$ cat src/rtl/binfield_pkg.sv
package binfield_pkg;

  typedef enum logic {
    OP_MUL = 1'b0,
    OP_INV = 1'b1
  } op_e;

  // Integer ceiling division used for cycle counts.
  function automatic int ceil_div(input int num, input int den);
    return (num + den - 1) / den;
  endfunction

endpackage

$ cat src/rtl/binfield_step.sv
// One bit-level step of the shared datapath. Multiply mode: conditional
// accumulate, multiplicand times x mod POLY, multiplier shifted right.
// Invert mode: one constant-time divstep on (f,g) with cofactors (acc,aux).
module binfield_step
  import binfield_pkg::*;
#(
  parameter int         M    = 8,
  parameter logic [M:0] POLY = 9'h11B,
  parameter int         DW   = 7
) (
  input  op_e                   op,
  input  logic [M:0]            f_i,
  input  logic [M:0]            g_i,
  input  logic [M-1:0]          acc_i,
  input  logic [M-1:0]          aux_i,
  input  logic signed [DW-1:0]  dl_i,
  output logic [M:0]            f_o,
  output logic [M:0]            g_o,
  output logic [M-1:0]          acc_o,
  output logic [M-1:0]          aux_o,
  output logic signed [DW-1:0]  dl_o
);

  localparam logic signed [DW-1:0] ONE = DW'(1);

  logic [M-1:0] sum_acc;
  logic [M:0]   up;
  logic [M-1:0] xmul;
  logic [M:0]   g_mix;
  logic [M-1:0] bsel;
  logic [M:0]   dv;
  logic [M-1:0] xdiv;
  logic         swap;

  always_comb begin
    // Shared XOR of the two cofactor / accumulator registers.
    sum_acc = acc_i ^ aux_i;

    // Multiply by x, reduce when degree M appears.
    up = {aux_i, 1'b0};
    if (up[M]) up = up ^ POLY;
    xmul = up[M-1:0];

    // Clear the low bit of g using f when needed, then halve.
    g_mix = g_i[0] ? (g_i ^ f_i) : g_i;

    // Divide by x modulo POLY (POLY has constant term 1).
    bsel = g_i[0] ? sum_acc : aux_i;
    dv   = {1'b0, bsel};
    if (dv[0]) dv = dv ^ POLY;
    xdiv = dv[M:1];

    swap = g_i[0] && (dl_i > 0);

    if (op == OP_MUL) begin
      f_o   = f_i;
      g_o   = g_i >> 1;
      acc_o = g_i[0] ? sum_acc : acc_i;
      aux_o = xmul;
      dl_o  = dl_i;
    end else begin
      f_o   = swap ? g_i : f_i;
      g_o   = g_mix >> 1;
      acc_o = swap ? aux_i : acc_i;
      aux_o = xdiv;
      dl_o  = swap ? (ONE - dl_i) : (dl_i + ONE);
    end
  end

endmodule

$ cat src/rtl/binfield_digit.sv
// W chained bit-steps: one clock cycle of work.
module binfield_digit
  import binfield_pkg::*;
#(
  parameter int         M    = 8,
  parameter int         W    = 4,
  parameter logic [M:0] POLY = 9'h11B,
  parameter int         DW   = 7
) (
  input  op_e                   op,
  input  logic [M:0]            f_i,
  input  logic [M:0]            g_i,
  input  logic [M-1:0]          acc_i,
  input  logic [M-1:0]          aux_i,
  input  logic signed [DW-1:0]  dl_i,
  output logic [M:0]            f_o,
  output logic [M:0]            g_o,
  output logic [M-1:0]          acc_o,
  output logic [M-1:0]          aux_o,
  output logic signed [DW-1:0]  dl_o
);

  logic [M:0]           f_s   [W+1];
  logic [M:0]           g_s   [W+1];
  logic [M-1:0]         acc_s [W+1];
  logic [M-1:0]         aux_s [W+1];
  logic signed [DW-1:0] dl_s  [W+1];

  assign f_s[0]   = f_i;
  assign g_s[0]   = g_i;
  assign acc_s[0] = acc_i;
  assign aux_s[0] = aux_i;
  assign dl_s[0]  = dl_i;

  for (genvar k = 0; k < W; k++) begin : g_chain
    binfield_step #(.M(M), .POLY(POLY), .DW(DW)) u_step (
      .op    (op),
      .f_i   (f_s[k]),
      .g_i   (g_s[k]),
      .acc_i (acc_s[k]),
      .aux_i (aux_s[k]),
      .dl_i  (dl_s[k]),
      .f_o   (f_s[k+1]),
      .g_o   (g_s[k+1]),
      .acc_o (acc_s[k+1]),
      .aux_o (aux_s[k+1]),
      .dl_o  (dl_s[k+1])
    );
  end

  assign f_o   = f_s[W];
  assign g_o   = g_s[W];
  assign acc_o = acc_s[W];
  assign aux_o = aux_s[W];
  assign dl_o  = dl_s[W];

endmodule

$ cat src/rtl/binfield_ctrl.sv
// Sequencer: accepts a start when idle and counts digit cycles.
module binfield_ctrl
  import binfield_pkg::*;
#(
  parameter int NMUL = 2,
  parameter int NINV = 4
) (
  input  logic clk,
  input  logic rst,
  input  logic start,
  input  op_e  op,
  output logic accept,
  output logic busy,
  output logic last,
  output op_e  op_q
);

  localparam int NMAX = (NINV > NMUL) ? NINV : NMUL;
  localparam int CW   = $clog2(NMAX + 1) + 1;

  logic [CW-1:0] cnt;
  logic [CW-1:0] lim_m1;

  assign accept = start && !busy;
  assign lim_m1 = (op_q == OP_INV) ? CW'(NINV - 1) : CW'(NMUL - 1);
  assign last   = busy && (cnt == lim_m1);

  always_ff @(posedge clk) begin
    if (rst) begin
      busy <= 1'b0;
      cnt  <= '0;
      op_q <= OP_MUL;
    end else if (accept) begin
      busy <= 1'b1;
      cnt  <= '0;
      op_q <= op;
    end else if (busy) begin
      if (last) begin
        busy <= 1'b0;
        cnt  <= '0;
      end else begin
        cnt <= cnt + CW'(1);
      end
    end
  end

endmodule

$ cat src/rtl/binfield_alu.sv
// Unified digit-serial GF(2^M) multiplier / inverter.
module binfield_alu
  import binfield_pkg::*;
#(
  parameter int         M    = 8,
  parameter int         W    = 4,
  parameter logic [M:0] POLY = 9'h11B
) (
  input  logic         clk,
  input  logic         rst,
  input  logic         start,
  input  logic         op,
  input  logic [M-1:0] a,
  input  logic [M-1:0] b,
  output logic [M-1:0] result,
  output logic         done,
  output logic         busy
);

  localparam int NMUL = ceil_div(M, W);
  localparam int NINV = ceil_div(2 * M - 1, W);
  localparam int DW   = $clog2(2 * M + W) + 2;

  op_e  op_in;
  op_e  op_q;
  logic accept;
  logic last;

  logic [M:0]           f_q,   g_q;
  logic [M-1:0]         acc_q, aux_q;
  logic signed [DW-1:0] dl_q;

  logic [M:0]           f_n,   g_n;
  logic [M-1:0]         acc_n, aux_n;
  logic signed [DW-1:0] dl_n;

  logic [M-1:0] res_q;
  logic         done_q;

  assign op_in = op_e'(op);

  binfield_ctrl #(.NMUL(NMUL), .NINV(NINV)) u_ctrl (
    .clk    (clk),
    .rst    (rst),
    .start  (start),
    .op     (op_in),
    .accept (accept),
    .busy   (busy),
    .last   (last),
    .op_q   (op_q)
  );

  binfield_digit #(.M(M), .W(W), .POLY(POLY), .DW(DW)) u_digit (
    .op    (op_q),
    .f_i   (f_q),
    .g_i   (g_q),
    .acc_i (acc_q),
    .aux_i (aux_q),
    .dl_i  (dl_q),
    .f_o   (f_n),
    .g_o   (g_n),
    .acc_o (acc_n),
    .aux_o (aux_n),
    .dl_o  (dl_n)
  );

  always_ff @(posedge clk) begin
    if (rst) begin
      f_q    <= '0;
      g_q    <= '0;
      acc_q  <= '0;
      aux_q  <= '0;
      dl_q   <= '0;
      res_q  <= '0;
      done_q <= 1'b0;
    end else begin
      done_q <= last;
      if (accept) begin
        acc_q <= '0;
        if (op_in == OP_INV) begin
          // f = POLY (cofactor 0), g = a (cofactor 1), delta = 1
          f_q   <= POLY;
          g_q   <= {1'b0, a};
          aux_q <= M'(1);
          dl_q  <= DW'(1);
        end else begin
          // g holds the multiplier, aux the multiplicand
          f_q   <= '0;
          g_q   <= {1'b0, b};
          aux_q <= a;
          dl_q  <= '0;
        end
      end else if (busy) begin
        f_q   <= f_n;
        g_q   <= g_n;
        acc_q <= acc_n;
        aux_q <= aux_n;
        dl_q  <= dl_n;
      end
      if (last) res_q <= acc_n;
    end
  end

  assign result = res_q;
  assign done   = done_q;

endmodule

$ cat config.mk
export PLATFORM = sky130hd
export DESIGN_NAME = binfield_alu
export DESIGN_NICKNAME = d
export VERILOG_FILES = /design/src/rtl/binfield_pkg.sv /design/src/rtl/binfield_step.sv /design/src/rtl/binfield_digit.sv /design/src/rtl/binfield_ctrl.sv /design/src/rtl/binfield_alu.sv
export SDC_FILE = /design/constraint.sdc
export NUM_CORES = 1
export LEC_CHECK = 0
export BUFFER_PORTS_ARGS = -buffer_cell sky130_fd_sc_hd__buf_2
export CAP_MARGIN = 10
export CORE_MARGIN = 2
export CORE_UTILIZATION = 37
export DETAILED_ROUTE_END_ITERATION = 10
export HOLD_SLACK_MARGIN = 0.06
export PLACE_DENSITY = 0.64
export SLEW_MARGIN = 20
export SYNTH_ARGS = -nofsm -noshare
export SYNTH_HDL_FRONTEND = slang
export SYNTH_SLANG_ARGS = --single-unit
$ cat constraint.sdc
create_clock -name clk -period 4.6 [get_ports clk]
set_input_delay 0.69 -clock clk [delete_from_list [all_inputs] [get_ports clk]]
set_output_delay 0.69 -clock clk [all_outputs]
set_load 0.01 [all_outputs]
# ---- Word-level counts from Yosys, hierarchy flattened
# Index checks and enable logic that the tools add are counted.
dict set report totals {
  rom_bits 0
  out_inout_bits 10
  n_memories 0
  ram_bits 0
  inputBits 20
  register_bits 56
  latch_bits 0
}
dict set report op_classes {
  div 0
  muxes 69
  reduce_logical 9
  shift 0
  magnitude_cmp 4
  mul 0
  n_eq_ne 1
  bitwise_logic 16
  addsub 9
}
# cell count
set ops {}
lappend ops {{$mux W8} 28}
lappend ops {{$mux W9} 21}
lappend ops {{$mux W7} 10}
lappend ops {{$xor A9 B9 Y9} 4}
lappend ops {{$xor A8 B8 Y8} 4}
lappend ops {{$add A7 B2 Y7 const B} 4}
lappend ops {{$gt A7 B1 Y1 const B} 4}
lappend ops {{$sub A2 B7 Y7 const A} 4}
lappend ops {{$mux W5} 4}
lappend ops {{$not A4 Y5} 4}
lappend ops {{$not A4 Y4} 4}
lappend ops {{$logic_and A1 B1 Y1} 6}
lappend ops {{$add A4 B1 Y4 const B} 1}
lappend ops {{$eq A4 B4 Y1} 1}
lappend ops {{$mux W1} 4}
lappend ops {{$mux W4} 1}
lappend ops {{$mux W2} 1}
lappend ops {{$reduce_bool A2 Y1} 1}
lappend ops {{$reduce_or A2 Y1} 1}
lappend ops {{$logic_not A1 Y1} 1}

# ---- Depth between registers and ports, before layout
dict set report logic_depth {
  word_depth 22
  depth_mapped 23
  mapped_depth_nobuf 20
}

# ---- Hierarchy
# A second synthesis with hierarchy kept.
dict set report hier_totals {
  hier_cells 857
  hier_area_um2 6362.4
}
# mod cells_per_inst instances area_each_um2 seq_area_each_um2
set modules_own_cells {}
lappend modules_own_cells {{binfield_step (u_digit.g_chain[0].u_step ...)} 157 3 988.4 0.0}
lappend modules_own_cells {binfield_alu 193 1 2060.7 1001.0}
lappend modules_own_cells {{binfield_step (u_digit.g_chain[3].u_step)} 157 1 1019.7 0.0}
lappend modules_own_cells {binfield_ctrl 36 1 316.6 120.1}

# ---- Least setup slack after synthesis
# OpenSTA, ideal clock, no wires.
dict set report synth_timing {
  path_kind {reg-to-reg}
  start {reg dl_q[0]}
  end {reg res_q[6] (netlist: result[6])}
  period_less_slack_ns 4.922
  required_time_ns 4.529
  slack_ns -0.322
  path_stages_with_launch 22
  t_arrival_ns 4.851
  setup_ns 0.071
  cell_sequence {dfxtp_1 > clkbuf_1 > inv_1 > ha_1 > or4b_4 > nor2_4 > mux2i_2 > nand2_1 > inv_1 > ha_1 > nand2_1 > xnor3_1 > a21o_1 > o32ai_4 > nor3_2 > a41oi_4 > o211ai_2 > nand2b_4 > o31ai_4 > mux2_1 > or3_1 > a21oi_1}
}
dict set report synth_between {
  elab_chain_cells 16
  word_cells_on_any_way 50
  classes_between {6 x add/sub; 4 x order compare; 31 x mux; 5 x bitwise; 4 x reduce/logical}
}
# element line
set synth_lines {}
lappend synth_lines {{from (decl)} binfield_alu.sv:31} ;# logic signed [DW-1:0] dl_q;
lappend synth_lines {{from (signal assigned)} binfield_alu.sv:98} ;# dl_q <= dl_n;
lappend synth_lines {{$gt A7 B1 Y1} binfield_step.sv:53} ;# swap = g_i[0] && (dl_i > 0);
lappend synth_lines {{$logic_and A1 B1 Y1} binfield_step.sv:53}
lappend synth_lines {{$mux W7} binfield_step.sv:66} ;# dl_o = swap ? (ONE - dl_i) : (dl_i + ONE);
lappend synth_lines {{$mux W7} binfield_step.sv:55} ;# if (op == OP_MUL) begin
lappend synth_lines {{$gt A7 B1 Y1} binfield_step.sv:53}
lappend synth_lines {{$logic_and A1 B1 Y1} binfield_step.sv:53}
lappend synth_lines {{$mux W7} binfield_step.sv:66}
lappend synth_lines {{$mux W7} binfield_step.sv:55}
lappend synth_lines {{$gt A7 B1 Y1} binfield_step.sv:53}
lappend synth_lines {{$logic_and A1 B1 Y1} binfield_step.sv:53}
lappend synth_lines {{$mux W7} binfield_step.sv:66}
lappend synth_lines {{$mux W7} binfield_step.sv:55}
lappend synth_lines {{$gt A7 B1 Y1} binfield_step.sv:53}
lappend synth_lines {{$logic_and A1 B1 Y1} binfield_step.sv:53}
lappend synth_lines {{$mux W8} binfield_step.sv:64} ;# acc_o = swap ? aux_i : acc_i;
lappend synth_lines {{$mux W8 *} binfield_step.sv:55}
lappend synth_lines {{to (signal assigned)} binfield_alu.sv:100} ;# if (last) res_q <= acc_n;
lappend synth_lines {{to (decl)} binfield_alu.sv:37} ;# logic [M-1:0] res_q;
# Mark *: on every way between the ends. The rest lies on a longest branch, timed or not.
# A chain may end at the register's enable or synchronous reset.

# ---- Final worst setup path
dict set report layout_timing {
  start {reg dl_q[1]}
  end {reg res_q[6] (netlist: result[6])}
}
# Same word-level chain as after synthesis.

==> metrics.cfg <==
[run_status]
outcome=complete, no violations

[synth]
ys_top_cells_by_count=nand2_1, nor2_1, xnor2_1
ys_types=88
synth.cell_area_um2=6600
synth_flop_cell=dfxtp_1
synth_edf_count=0
syn_inst=901
syn_avg_cell_area_um2=7.32
synth_top_area_frac=0.164
yosys_warnings=0
yosysMostFrequentCell=nand2_1
ys_async_sr_fraction=0
synth_nets=931
synth.largest_area_cell=dfxtp_1
ys_seq_area_frac=0.164
synthTopCellsByArea=dfxtp_1, xnor2_1, mux2i_1, xor2_1, nand2_1
ys_ff_latch=54

[critical_path]
critPathLaunch=dl_q[1]
end_kind=register
cpMostUsedCell=buf_4
cpLargestDelayFamily=compound AO/OA/AOI/OAI gates
critPathKind=register to register
rrSetupSlack_ns=0.04
r2r-start=dl_q[1]
cp.arrival_ns=4.81
crit_required_ns=4.85
crit_buf_inv=4
slowest_delay_ns=0.49
slowest_stage=or4b_4
crit_path_max_fanout=5
cp_cell_sequence=inv_2 > ha_4 > or4b_4 > o211ai_1 > o211ai_2 > buf_4 > a21oi_4 > buf_4 > nand3_1 > xnor2_2 > o221a_2 > or3_4 > a41oi_2 > o211ai_1 > o31ai_4 > buf_4 > mux2_4 > or3_1 > a21oi_1
cp-start-kind=register

[clock_tree]
clkSlewWorstSetupHoldPaths_ns=0.08
h-tree-depth=2
clock_latency_ns=0.32
cts_root_buf=clkbuf_16
cts_tree=yes
cts_max_path_buffers=2
cts_buffers=5
cts_hold_repair.buffers=0
clkSinkCount=54

[sta]
max_freq_mhz=219
setup_viol=0
slew_headroom=0.417
setup_ws_ns=0.0388
rsz0062_at_grt=true
hold_violations=0
period_share=0.992
finalCriticalPeriod_ns=4.56
tightest_slew_ns=0.875
skew_ns=0.0109
hold_ws_ns=0.504
slew_violations=0

[place]
dpl_worst_slack_ns=-0.122
finalWeightedCongestion=1.01
placed_cells=1192
io_buffers=29
dpl.hpwl_mm=18.1

[pwr]
vdd_drop_max_v=0.000211
p_per_area_nw_per_um2=225
p_leak_nw=3.05

[floorplan]
rows=48
die-height_um=138
core-area_um2=17400
initial_core_util=0.380
num_io_pins=30
die_x_um=138
fp.dieArea_um2=18900

[cells_and_area]
n_fill_cell=1712
layout.area.seq_um2=1090
drive_above_1_share=0.243
area_growth_pct=23.3
multi_input_area_um2=5470
fin_nets=1018
final_cells=1214
antenna_cells=0

[drt]
vias=7322
drtPass1Iterations=5
wl_per_cell_um=19.9
drc=0
drtIter0Drc=797
wl_mm=24.1
detail-route-antenna-nets=0
vias_per_cell=6.03

[global_route]
grt_pass1_wl_mm=37.5
grt_pass1_vias=6698
overflow=0
grt_max_degree=83
antenna_found_initial=0
grt_usage=0.256

[flow_run]
drv_cap=0

[hold_path]
hp-start=result[7]
worstHoldPathType=register to register

-- per-layer routing --
layer	global-route usage	share of wire	routed length (µm)
met1	0.350	0.43	10500
met2	0.409	0.45	11000
met3	0.0372	0.078	1880
met4	0.0922	0.033	808
met5	0	0	0
-- path summary, 6_finish.rpt --
| check | to | depth (start not counted) |
|---|---|---|
| setup / recovery | result[6] | 19 |
| hold / removal | result[7] | 2 |
| setup reg to reg | result[6] | 19 |
| hold reg to reg | result[7] | 2 |
-- tightest hold or removal path: cells and delay by family, from the launching register on --
kind / cells / cell delay (ns)
and+or+nand+nor: 1 / 0.09
AOI/OAI and AO/OA: 1 / 0.05
DFF: 1 / 0.34
-- what timing repair did --
item / 4_1_cts / 5_1_grt
setup endpoints to repair: 7 / 39
resized for setup: 4 / 44
pin swaps: 3 / 19
buffers inserted: 3 / 11
-- power breakdown --
group	internal, mW	total (mW)	switching [mW]
combinational	0.336	0.812	0.477
clock	0.275	0.472	0.198
sequential	0.493	0.546	0.0526
-- cell usage in the layout, fill, tap and decap left out, types with 5 or more instances in the layout --
cell type	n
a211oi_1	15
a21o_1	8
a21oi_1	65
a21oi_2	7
a22o_1	7
a31oi_1	16
and2_1	6
and3_1	11
buf_2	29
buf_4	116
clkbuf_16	5
dfxtp_1	50
ha_1	6
inv_1	7
mux2_2	6
mux2i_1	47
nand2_1	99
nand2b_1	6
nand3_1	20
nand3b_1	7
nand4_1	14
nor2_1	96
nor2b_1	7
nor3_1	18
o211ai_1	8
o21a_1	7
o21ai_0	39
o22ai_1	6
o31ai_1	7
or3_1	8
xnor2_1	64
xnor2_2	6
xor2_1	49
-- layout make-up --
| type | instances | share of cell area |
|---|---|---|
| Multi-Input combinational cell | 767 | 0.672 |
| Sequential cell | 54 | 0.134 |
| Timing Repair Buffer | 148 | 0.131 |
| Tap cell | 225 | 0.0346 |
| Clock buffer | 6 | 0.0171 |
| Inverter | 12 | 0.00615 |
| Clock inverter | 2 | 0.00477 |
-- sequential cells by signal (all words and copies together) (netlist names) --
register     count
acc_q            8
aux_q            8
dl_q             7
done             1
f_q              8
g_q              8
result           8
u_ctrl.busy      1
u_ctrl.cnt       4
u_ctrl.op_q      1
-- cell families (layout without fill, tap and decap cells) --
logic type | after synthesis | after routing | share of synthesized area
mux | 61 | 61 | 0.0958
xor+xnor | 121 | 121 | 0.165
simple gates | 320 | 320 | 0.232
flops | 54 | 54 | 0.164
buf+inv | 80 | 168 | 0.0495
compound gates | 255 | 255 | 0.275
fa+ha+maj | 10 | 10 | 0.0190
-- metrics by stage --
stage,area [µm²],power [mW],utilization,TNS [ns]
global route,8130,1.92,0.468,-1.57
CTS,7850,1.78,0.452,0
finish,8130,1.83,0.468,0
detailed placement,7630,1.30,0.440,-0.349
global placement,7630,1.30,0.440,-0.101
floorplan,6670,1.07,-,-0.0902
Note: power is estimated with default switching activity, not from simulation.
